## config.mk

```make
export PLATFORM = sky130hd
export DESIGN_NAME = sbk_top
export DESIGN_NICKNAME = d
export VERILOG_FILES = /design/src/rtl/sbk_pkg.sv /design/src/rtl/sbk_sync_edge.sv /design/src/rtl/sbk_shifter.sv /design/src/rtl/sbk_regfile.sv /design/src/rtl/sbk_top.sv
export SDC_FILE = /design/constraint.sdc
export NUM_CORES = 1
export LEC_CHECK = 0
export BUFFER_PORTS_ARGS = -buffer_cell sky130_fd_sc_hd__buf_2
export CAP_MARGIN = 30
export CORE_ASPECT_RATIO = 1.5
export CORE_MARGIN = 2
export CORE_UTILIZATION = 35
export DETAILED_ROUTE_END_ITERATION = 7
export PLACE_DENSITY = 0.67
export SYNTH_ARGS = -nofsm -noshare
export SYNTH_HDL_FRONTEND = slang
export SYNTH_SLANG_ARGS = --single-unit
```

## constraint.sdc

```tcl
create_clock -name clk -period 1.8 [get_ports clk]
set_input_delay 0.45 -clock clk [delete_from_list [all_inputs] [get_ports clk]]
set_output_delay 0.45 -clock clk [all_outputs]
set_load 0.02 [all_outputs]
```

## src/rtl/sbk_pkg.sv

```systemverilog
// Shared widths, field positions and the shadow record for the serial register bank.
// Assumes a 3-bit register number in the low bits of every word.
package sbk_pkg;
    localparam int WORD_W   = 32;
    localparam int ADDR_W   = 3;
    localparam int NUM_REG  = 1 << ADDR_W;
    localparam int NUM_AUX  = NUM_REG - 3;
    localparam int PAY_W    = WORD_W - ADDR_W;
    localparam int FMSB_W   = 12;
    localparam int FLSB_W   = 13;
    localparam int FRAC_W   = FMSB_W + FLSB_W;
    localparam int INT_W    = 12;
    localparam int OBS_W    = 4;
    localparam int PUMP_W   = 4;
    localparam int RCNT_W   = 5;
    localparam int STEP_W   = 12;
    // Function-register bit that suppresses the modulator reset, indexed within the payload.
    localparam int HOLD_IDX = 14 - ADDR_W;

    // Settings that wait in a shadow stage until the next register 0 write.
    typedef struct packed {
        logic [FLSB_W-1:0] frac_lsb;
        logic [RCNT_W-1:0] rcnt;
        logic [PUMP_W-1:0] pump;
        logic              half;
        logic              dbl;
    } dbuf_t;
endpackage

```

## src/rtl/sbk_sync_edge.sv

```systemverilog
// Synchronizes W asynchronous pins with a parameterized flop chain and flags rising edges.
// Assumes each pin is held stable for several system clock periods.
module sbk_sync_edge #(
    parameter int W      = 3,
    parameter int STAGES = 2
) (
    input  logic         clk,
    input  logic         rst_n,
    input  logic [W-1:0] pin_i,
    output logic [W-1:0] lvl_o,
    output logic [W-1:0] rise_o
);
    logic [W-1:0] stg [STAGES];
    logic [W-1:0] prev;

    // First synchronizer flop.
    always_ff @(posedge clk) begin
        if (!rst_n) stg[0] <= '0;
        else        stg[0] <= pin_i;
    end

    for (genvar s = 1; s < STAGES; s++) begin : g_stage
        // Remaining synchronizer flops.
        always_ff @(posedge clk) begin
            if (!rst_n) stg[s] <= '0;
            else        stg[s] <= stg[s-1];
        end
    end

    // Delayed copy for edge detection.
    always_ff @(posedge clk) begin
        if (!rst_n) prev <= '0;
        else        prev <= stg[STAGES-1];
    end

    assign lvl_o  = stg[STAGES-1];
    assign rise_o = stg[STAGES-1] & ~prev;
endmodule

```

## src/rtl/sbk_shifter.sv

```systemverilog
// Collects serial bits MSB first and presents the word with a strobe on the load edge.
// Assumes synchronized data and edge flags from the same chain depth.
module sbk_shifter
    import sbk_pkg::*;
(
    input  logic              clk,
    input  logic              rst_n,
    input  logic              bit_i,
    input  logic              shift_i,
    input  logic              load_i,
    output logic [WORD_W-1:0] word_o,
    output logic              stb_o
);
    logic [WORD_W-1:0] sr;

    // Shift one bit in on each serial clock rise.
    always_ff @(posedge clk) begin
        if (!rst_n)       sr <= '0;
        else if (shift_i) sr <= {sr[WORD_W-2:0], bit_i};
    end

    assign word_o = sr;
    assign stb_o  = load_i;
endmodule

```

## src/rtl/sbk_regfile.sv

```systemverilog
// Decodes completed words into eight registers. Registers 1 and 2 hold buffered settings
// that commit on a register 0 write. The modulator reset pulse is produced here.
// Assumes one strobe per word; strobes are many cycles apart.
module sbk_regfile
    import sbk_pkg::*;
(
    input  logic                           clk,
    input  logic                           rst_n,
    input  logic                           wr_stb_i,
    input  logic [WORD_W-1:0]              wr_word_i,
    output logic                           sweep_en_o,
    output logic [OBS_W-1:0]               obs_sel_o,
    output logic [INT_W-1:0]               int_o,
    output logic [FRAC_W-1:0]              frac_o,
    output logic [RCNT_W-1:0]              ref_cnt_o,
    output logic [PUMP_W-1:0]              pump_cur_o,
    output logic                           ref_half_o,
    output logic                           ref_dbl_o,
    output logic [STEP_W-1:0]              step_div_o,
    output logic [NUM_AUX-1:0][PAY_W-1:0]  aux_o,
    output logic                           sdm_rst_o
);
    logic [ADDR_W-1:0] addr;
    logic [FMSB_W-1:0] frac_msb;
    dbuf_t             shadow;
    dbuf_t             active;

    assign addr = wr_word_i[ADDR_W-1:0];

    // Register 0 fields plus commit of all shadowed settings; modulator pulse.
    always_ff @(posedge clk) begin
        if (!rst_n) begin
            sweep_en_o <= 1'b0;
            obs_sel_o  <= '0;
            int_o      <= '0;
            frac_msb   <= '0;
            active     <= '0;
            sdm_rst_o  <= 1'b0;
        end else begin
            sdm_rst_o <= 1'b0;
            if (wr_stb_i && addr == ADDR_W'(0)) begin
                sweep_en_o <= wr_word_i[31];
                obs_sel_o  <= wr_word_i[30:27];
                int_o      <= wr_word_i[26:15];
                frac_msb   <= wr_word_i[14:3];
                active     <= shadow;
                sdm_rst_o  <= ~aux_o[0][HOLD_IDX];
            end
        end
    end

    // Shadow capture for register 1 and the buffered part of register 2.
    always_ff @(posedge clk) begin
        if (!rst_n) begin
            shadow <= '0;
        end else if (wr_stb_i && addr == ADDR_W'(1)) begin
            shadow.frac_lsb <= wr_word_i[27:15];
        end else if (wr_stb_i && addr == ADDR_W'(2)) begin
            shadow.pump <= wr_word_i[27:24];
            shadow.half <= wr_word_i[21];
            shadow.dbl  <= wr_word_i[20];
            shadow.rcnt <= wr_word_i[19:15];
        end
    end

    // Unbuffered step divider from register 2.
    always_ff @(posedge clk) begin
        if (!rst_n)                               step_div_o <= '0;
        else if (wr_stb_i && addr == ADDR_W'(2)) step_div_o <= wr_word_i[14:3];
    end

    for (genvar k = 0; k < NUM_AUX; k++) begin : g_aux
        // Raw payload for register k+3.
        always_ff @(posedge clk) begin
            if (!rst_n)                                 aux_o[k] <= '0;
            else if (wr_stb_i && addr == ADDR_W'(k + 3)) aux_o[k] <= wr_word_i[WORD_W-1:ADDR_W];
        end
    end

    assign frac_o     = {frac_msb, active.frac_lsb};
    assign ref_cnt_o  = active.rcnt;
    assign pump_cur_o = active.pump;
    assign ref_half_o = active.half;
    assign ref_dbl_o  = active.dbl;
endmodule

```

## src/rtl/sbk_top.sv

```systemverilog
// Serial configuration register bank: synchronizer, shifter and double-buffered register file.
// Assumes asynchronous serial pins, each held for at least three system clocks per phase.
module sbk_top
    import sbk_pkg::*;
(
    input  logic                          clk,
    input  logic                          rst_n,
    input  logic                          ser_clk_i,
    input  logic                          ser_dat_i,
    input  logic                          ser_ld_i,
    output logic                          sweep_en_o,
    output logic [OBS_W-1:0]              obs_sel_o,
    output logic [INT_W-1:0]              int_o,
    output logic [FRAC_W-1:0]             frac_o,
    output logic [RCNT_W-1:0]             ref_cnt_o,
    output logic [PUMP_W-1:0]             pump_cur_o,
    output logic                          ref_half_o,
    output logic                          ref_dbl_o,
    output logic [STEP_W-1:0]             step_div_o,
    output logic [NUM_AUX-1:0][PAY_W-1:0] aux_o,
    output logic                          sdm_rst_o
);
    logic [2:0]        lvl;
    logic [2:0]        rise;
    logic [WORD_W-1:0] wr_word;
    logic              wr_stb;

    sbk_sync_edge #(.W(3), .STAGES(2)) u_sync (
        .clk    (clk),
        .rst_n  (rst_n),
        .pin_i  ({ser_ld_i, ser_clk_i, ser_dat_i}),
        .lvl_o  (lvl),
        .rise_o (rise)
    );

    sbk_shifter u_shift (
        .clk     (clk),
        .rst_n   (rst_n),
        .bit_i   (lvl[0]),
        .shift_i (rise[1]),
        .load_i  (rise[2]),
        .word_o  (wr_word),
        .stb_o   (wr_stb)
    );

    sbk_regfile u_regs (
        .clk        (clk),
        .rst_n      (rst_n),
        .wr_stb_i   (wr_stb),
        .wr_word_i  (wr_word),
        .sweep_en_o (sweep_en_o),
        .obs_sel_o  (obs_sel_o),
        .int_o      (int_o),
        .frac_o     (frac_o),
        .ref_cnt_o  (ref_cnt_o),
        .pump_cur_o (pump_cur_o),
        .ref_half_o (ref_half_o),
        .ref_dbl_o  (ref_dbl_o),
        .step_div_o (step_div_o),
        .aux_o      (aux_o),
        .sdm_rst_o  (sdm_rst_o)
    );
endmodule

```

Word level (Yosys, flattened, before mapping) --
Memories as Yosys holds them, arrays and structs flattened. Index checks and enable logic that the tools add are counted.
Word-level totals: flip-flop bits (word level) 270, memory bits (writable) 6, memories 1
Cells by class: equal/unequal tests 7, muxes and demuxes 4, bitwise operators 6, reduce and logical (&&, ||, !) cells 11
Memory list:
- u_sync.stg | words 2, bits a word 3, read ports 2, clocked after Yosys merged registers in 0, write ports 2, line sbk_sync_edge.sv:13 | logic [W-1:0] stg [STAGES];
Operators by type and width (number):
- $eq 3x3->1 const B | 4
- $logic_and 1x1->1 | 8
- $eq 3x2->1 const B | 2
- $mux 3 | 2
- $reduce_and 2->1 | 2
- $and 3x3->3 | 1
- $eq 3x1->1 const B | 1
- $logic_not 3->1 | 1
- $not 3->3 | 1
- $mux 1 | 2
- $not 1->1 | 2
- $or 1x1->1 | 2

Depth between registers and ports, before layout --
word-level depth 5, gate-level depth with buffers 6

Cells and area by module --
From an unflattened synthesis, not the netlist that was laid out.
Second synthesis, totals: cell total of the unflattened synthesis 921, area total of the unflattened synthesis 10035.9 µm²
Modules (own cells, without submodules):
- sbk_regfile | times used 1, cells each 796, area an instance 8529.4 µm²
- sbk_shifter | times used 1, cells each 104, area an instance 1251.2 µm²
- sbk_sync_edge | times used 1, cells each 21, area an instance 255.2 µm²

Worst setup path before layout --
OpenSTA, ideal clock, no wires.
path kind input to register, start in rst_n, end reg u_regs.shadow[2] (netlist name), arrival 1.389 ns, required time 1.728 ns, path slack 0.339 ns, cell stages on the path 5, buffers on the path 3, cell sequence clkbuf_1 clkbuf_1 clkbuf_1 nand2_1 mux2i_1
RTL lines:
- start, declared | line sbk_top.sv:7 | input logic rst_n,
- end, declared | line sbk_regfile.sv:25 | dbuf_t shadow;

Worst setup path in the final report --
start reg u_shift.sr[2], in the netlist u_shift.word_o[2], end reg u_regs.aux_o[98] (netlist name)
Between the ends: cells in the longest elaborated chain, start to end 2
RTL lines:
- start, declared | line sbk_shifter.sv:14 | logic [WORD_W-1:0] sr;
- start signal, assigned | line sbk_shifter.sv:19 | else if (shift_i) sr <= {sr[WORD_W-2:0], bit_i};
- $eq 3x3->1 | line sbk_regfile.sv:76 | else if (wr_stb_i && addr == ADDR_W'(k + 3)) aux_o[k] <= wr_word_i[WORD_W-1:ADDR_W];
- $logic_and 1x1->1 | line sbk_regfile.sv:76
- end signal, assigned by index | line sbk_regfile.sv:76
- end, declared | line sbk_regfile.sv:20 | output logic [NUM_AUX-1:0][PAY_W-1:0] aux_o,
Every way passes these cells. A chain may end at the register's enable or synchronous reset.

==> impl_metrics.env <==
export IMPL_status="complete, no violations"
export IMPL_crit_chain="nand3b_1 > nor3b_2 > buf_4 > mux2i_1"
export IMPL_overflow=0
export IMPL_core_um2=27300
export IMPL_slowest_stage="dfxtp_1"
export IMPL_synth_nets=964
export IMPL_row_count=74
export IMPL_drt_pass1_iterations=5
export IMPL_grt_usage_pct=16.5
export IMPL_vdd_drop_max_mv=0.590
export IMPL_place_congestion=0.798
export IMPL_syn_inst=959
export IMPL_ys_seq_area_share_pct=56.3
export IMPL_hold_start="ser_clk_i"
export IMPL_vias=7183
export IMPL_grt_pass1_vias=7001
export IMPL_path_clk_slew_ns=0.07
export IMPL_postCtsHoldBufs=0
export IMPL_io_pin_count=216
export IMPL_crit_start="u_shift.word_o[2]"
export IMPL_finalNonFillerCells=1525
export IMPL_wl_met3_um=1010
export IMPL_hold_viol=0
export IMPL_cp_data_required_time_ns=2.25
export IMPL_dieArea_um2=29300
export IMPL_layout_drive_gt1_share_pct=25.1
export IMPL_p_leak_nw=5.64
export IMPL_max_cap_viol_count=0
export IMPL_synth_area_per_cell_um2=10.2
export IMPL_holdCritPathClass="in -> reg"
export IMPL_grt_pass1_wl_um=38500
export IMPL_dieHeight_um=209
export IMPL_ys_seq_elements=275
export IMPL_crit_fanout=15
export IMPL_initial_core_util_pct=35.8
export IMPL_skew_ns=0.0166
export IMPL_antenna_found_initial=0
export IMPL_post_cts_buffers=0
export IMPL_port_buffers=215
export IMPL_drtIter0Drc=293
export IMPL_setup_viol=0
export IMPL_clockBufferDepth=3
export IMPL_clock_sinks=275
export IMPL_htreeDepth=1
export IMPL_fin_crit_sh_pct=90.8
export IMPL_wire_per_inst_um=16.4
export IMPL_maxSlewHeadroom_pct=70.4
export IMPL_pwr_density_cell_nw_per_um2=965
export IMPL_drc=0
export IMPL_min_period_ns=1.63
export IMPL_startpoint_type="register"
export IMPL_cts_resized=0
export IMPL_grt_max_degree=54
export IMPL_drt_wl_total_um=25100
export IMPL_routed_top_layer="met4"
export IMPL_root_buffer="clkbuf_16"
export IMPL_crit_buf_inv=1
export IMPL_synth_distinct_cells=18
export IMPL_cp_slowest_stage_delay_ns=0.38
export IMPL_wl_met1_um=10100
export IMPL_max_clock_freq_mhz=612
export IMPL_end_kind="register"
export IMPL_hpwl_um=17000
export IMPL_dp_cells=1479
export IMPL_rsz0062_at_grt="no"
export IMPL_layout_nets=1170
export IMPL_die_x_um=140
export IMPL_n_antenna_cell=0
export IMPL_path_class="reg -> reg"
export IMPL_r2r_start="u_shift.word_o[2]"
export IMPL_clk_latency_ns=0.54
export IMPL_syn2layout_area_growth_pct=25.1
export IMPL_cts_buffers=26
export IMPL_cp_arrival_ns=2.09
export IMPL_cts_tree="built"
export IMPL_vias_per_cell=4.71
export IMPL_setup_tns_ns=0
export IMPL_post_place_ws_ns=0.173
export IMPL_synth_warning_count=0
export IMPL_cp_top_family="simple AND/OR/NAND/NOR gates"
export IMPL_synth_area_um2=9770
export IMPL_fin_ws_ns=0.166
export IMPL_tightest_slew_ns=0.443
export IMPL_wl_met2_um=12900
export IMPL_ant_nets=0
export IMPL_final_max_slew_viol_count=0
[report_power, final]
part	internal [mW]	switching (mW)	leakage (nW)
Clock	3.14	2.33	0.426
Sequential	6.09	0.00356	2.22
Combinational	0.0782	0.157	3.00
Total	9.30	2.49	5.64
[cells in the final DEF, fill, tap and decap left out, drive strengths merged]
cell type,Yosys,routed
a21boi,32,32
and2,8,8
inv,0,1
nor3b,4,4
clkinvlp,0,1
nand2b,1,1
nand3b,3,3
dfxtp,275,275
mux2i,234,234
or3,1,1
nor2b,1,1
clkbuf,41,37
nor2,2,2
clkinv,0,7
nand2,329,329
bufinv,0,1
buf,27,245
and3,1,1
[per-stage QoR]
step                      power (mW)  hold WS (ns)  utilization, %  cell area [um2]
after floorplan                 6.39         0.412               -             9770
after global placement          6.47         0.417            41.6            11400
after detailed placement        6.47         0.419            41.6            11400
after CTS                       11.9         0.101            44.7            12200
after global routing            12.2         0.115            44.7            12200
final                           11.8         0.124            44.7            12200
[area by class of cell]
cell class                      count  area (um2)
Fill cell                        2599       15100
Sequential cell                   275        5510
Multi-Input combinational cell    616        3990
Timing Repair Buffer              246        1440
Clock buffer                       36         769
Tap cell                          342         428
Clock inverter                     10        88.8
[path summary, 6_finish.rpt]
check,to,slack (ns),cells past startpoint
min reg2reg,u_sync.stg[1][0],0.42,1
max reg2reg,u_regs.aux_o[98],0.17,4
min,u_sync.stg[0][1],0.12,2
max,u_regs.aux_o[98],0.17,4
[worst reg2reg max path, stage by stage (launching register included)]
cell      delay [ns]
dfxtp_1         0.38
nand3b_1        0.22
nor3b_2         0.34
buf_4           0.38
mux2i_1         0.23
[cells by family after synthesis]
kind of cell / synth area share (%)
AOI/OAI and AO/OA: 2.46
buffers and inverters: 3.16
DFF: 56.3
muxes: 24.0
and+or+nand+nor: 14.1
[registers in the layout, indices dropped and copies added (netlist names), 5 cells and up]
register / flops
u_regs.frac_msb: 12
u_regs.shadow: 24
u_shift.word_o: 32
u_regs.aux_o: 145
u_sync.stg: 6
u_regs.ref_cnt_o: 5
u_regs.int_o: 12
u_regs.frac_o: 13
u_regs.step_div_o: 12
[Yosys cell counts]
library cell,n,area [um2]
nand2_1,329,1230
dfxtp_1,275,5510
mux2i_1,234,2340
clkbuf_1,41,154
a21boi_0,32,240
buf_2,19,95.1
and2_1,8,50.1
buf_4,6,45.0
nand3b_1,3,22.5
nor3b_1,3,22.5
nor2_1,2,7.51
and3_1,1,6.26
buf_1,1,3.75
buf_6,1,11.3
nand2b_1,1,6.26
nor2b_1,1,6.26
nor3b_2,1,12.5
or3_1,1,6.26
[metal layers]
metal / global-route usage (%) / up-vias
li1: - / 3557
met1: 18.5 / 3394
met2: 30.5 / 173
met3: 2.29 / 59
met4: 8.08 / 0
met5: 0 / -
Power figures use the tool's default switching activity.
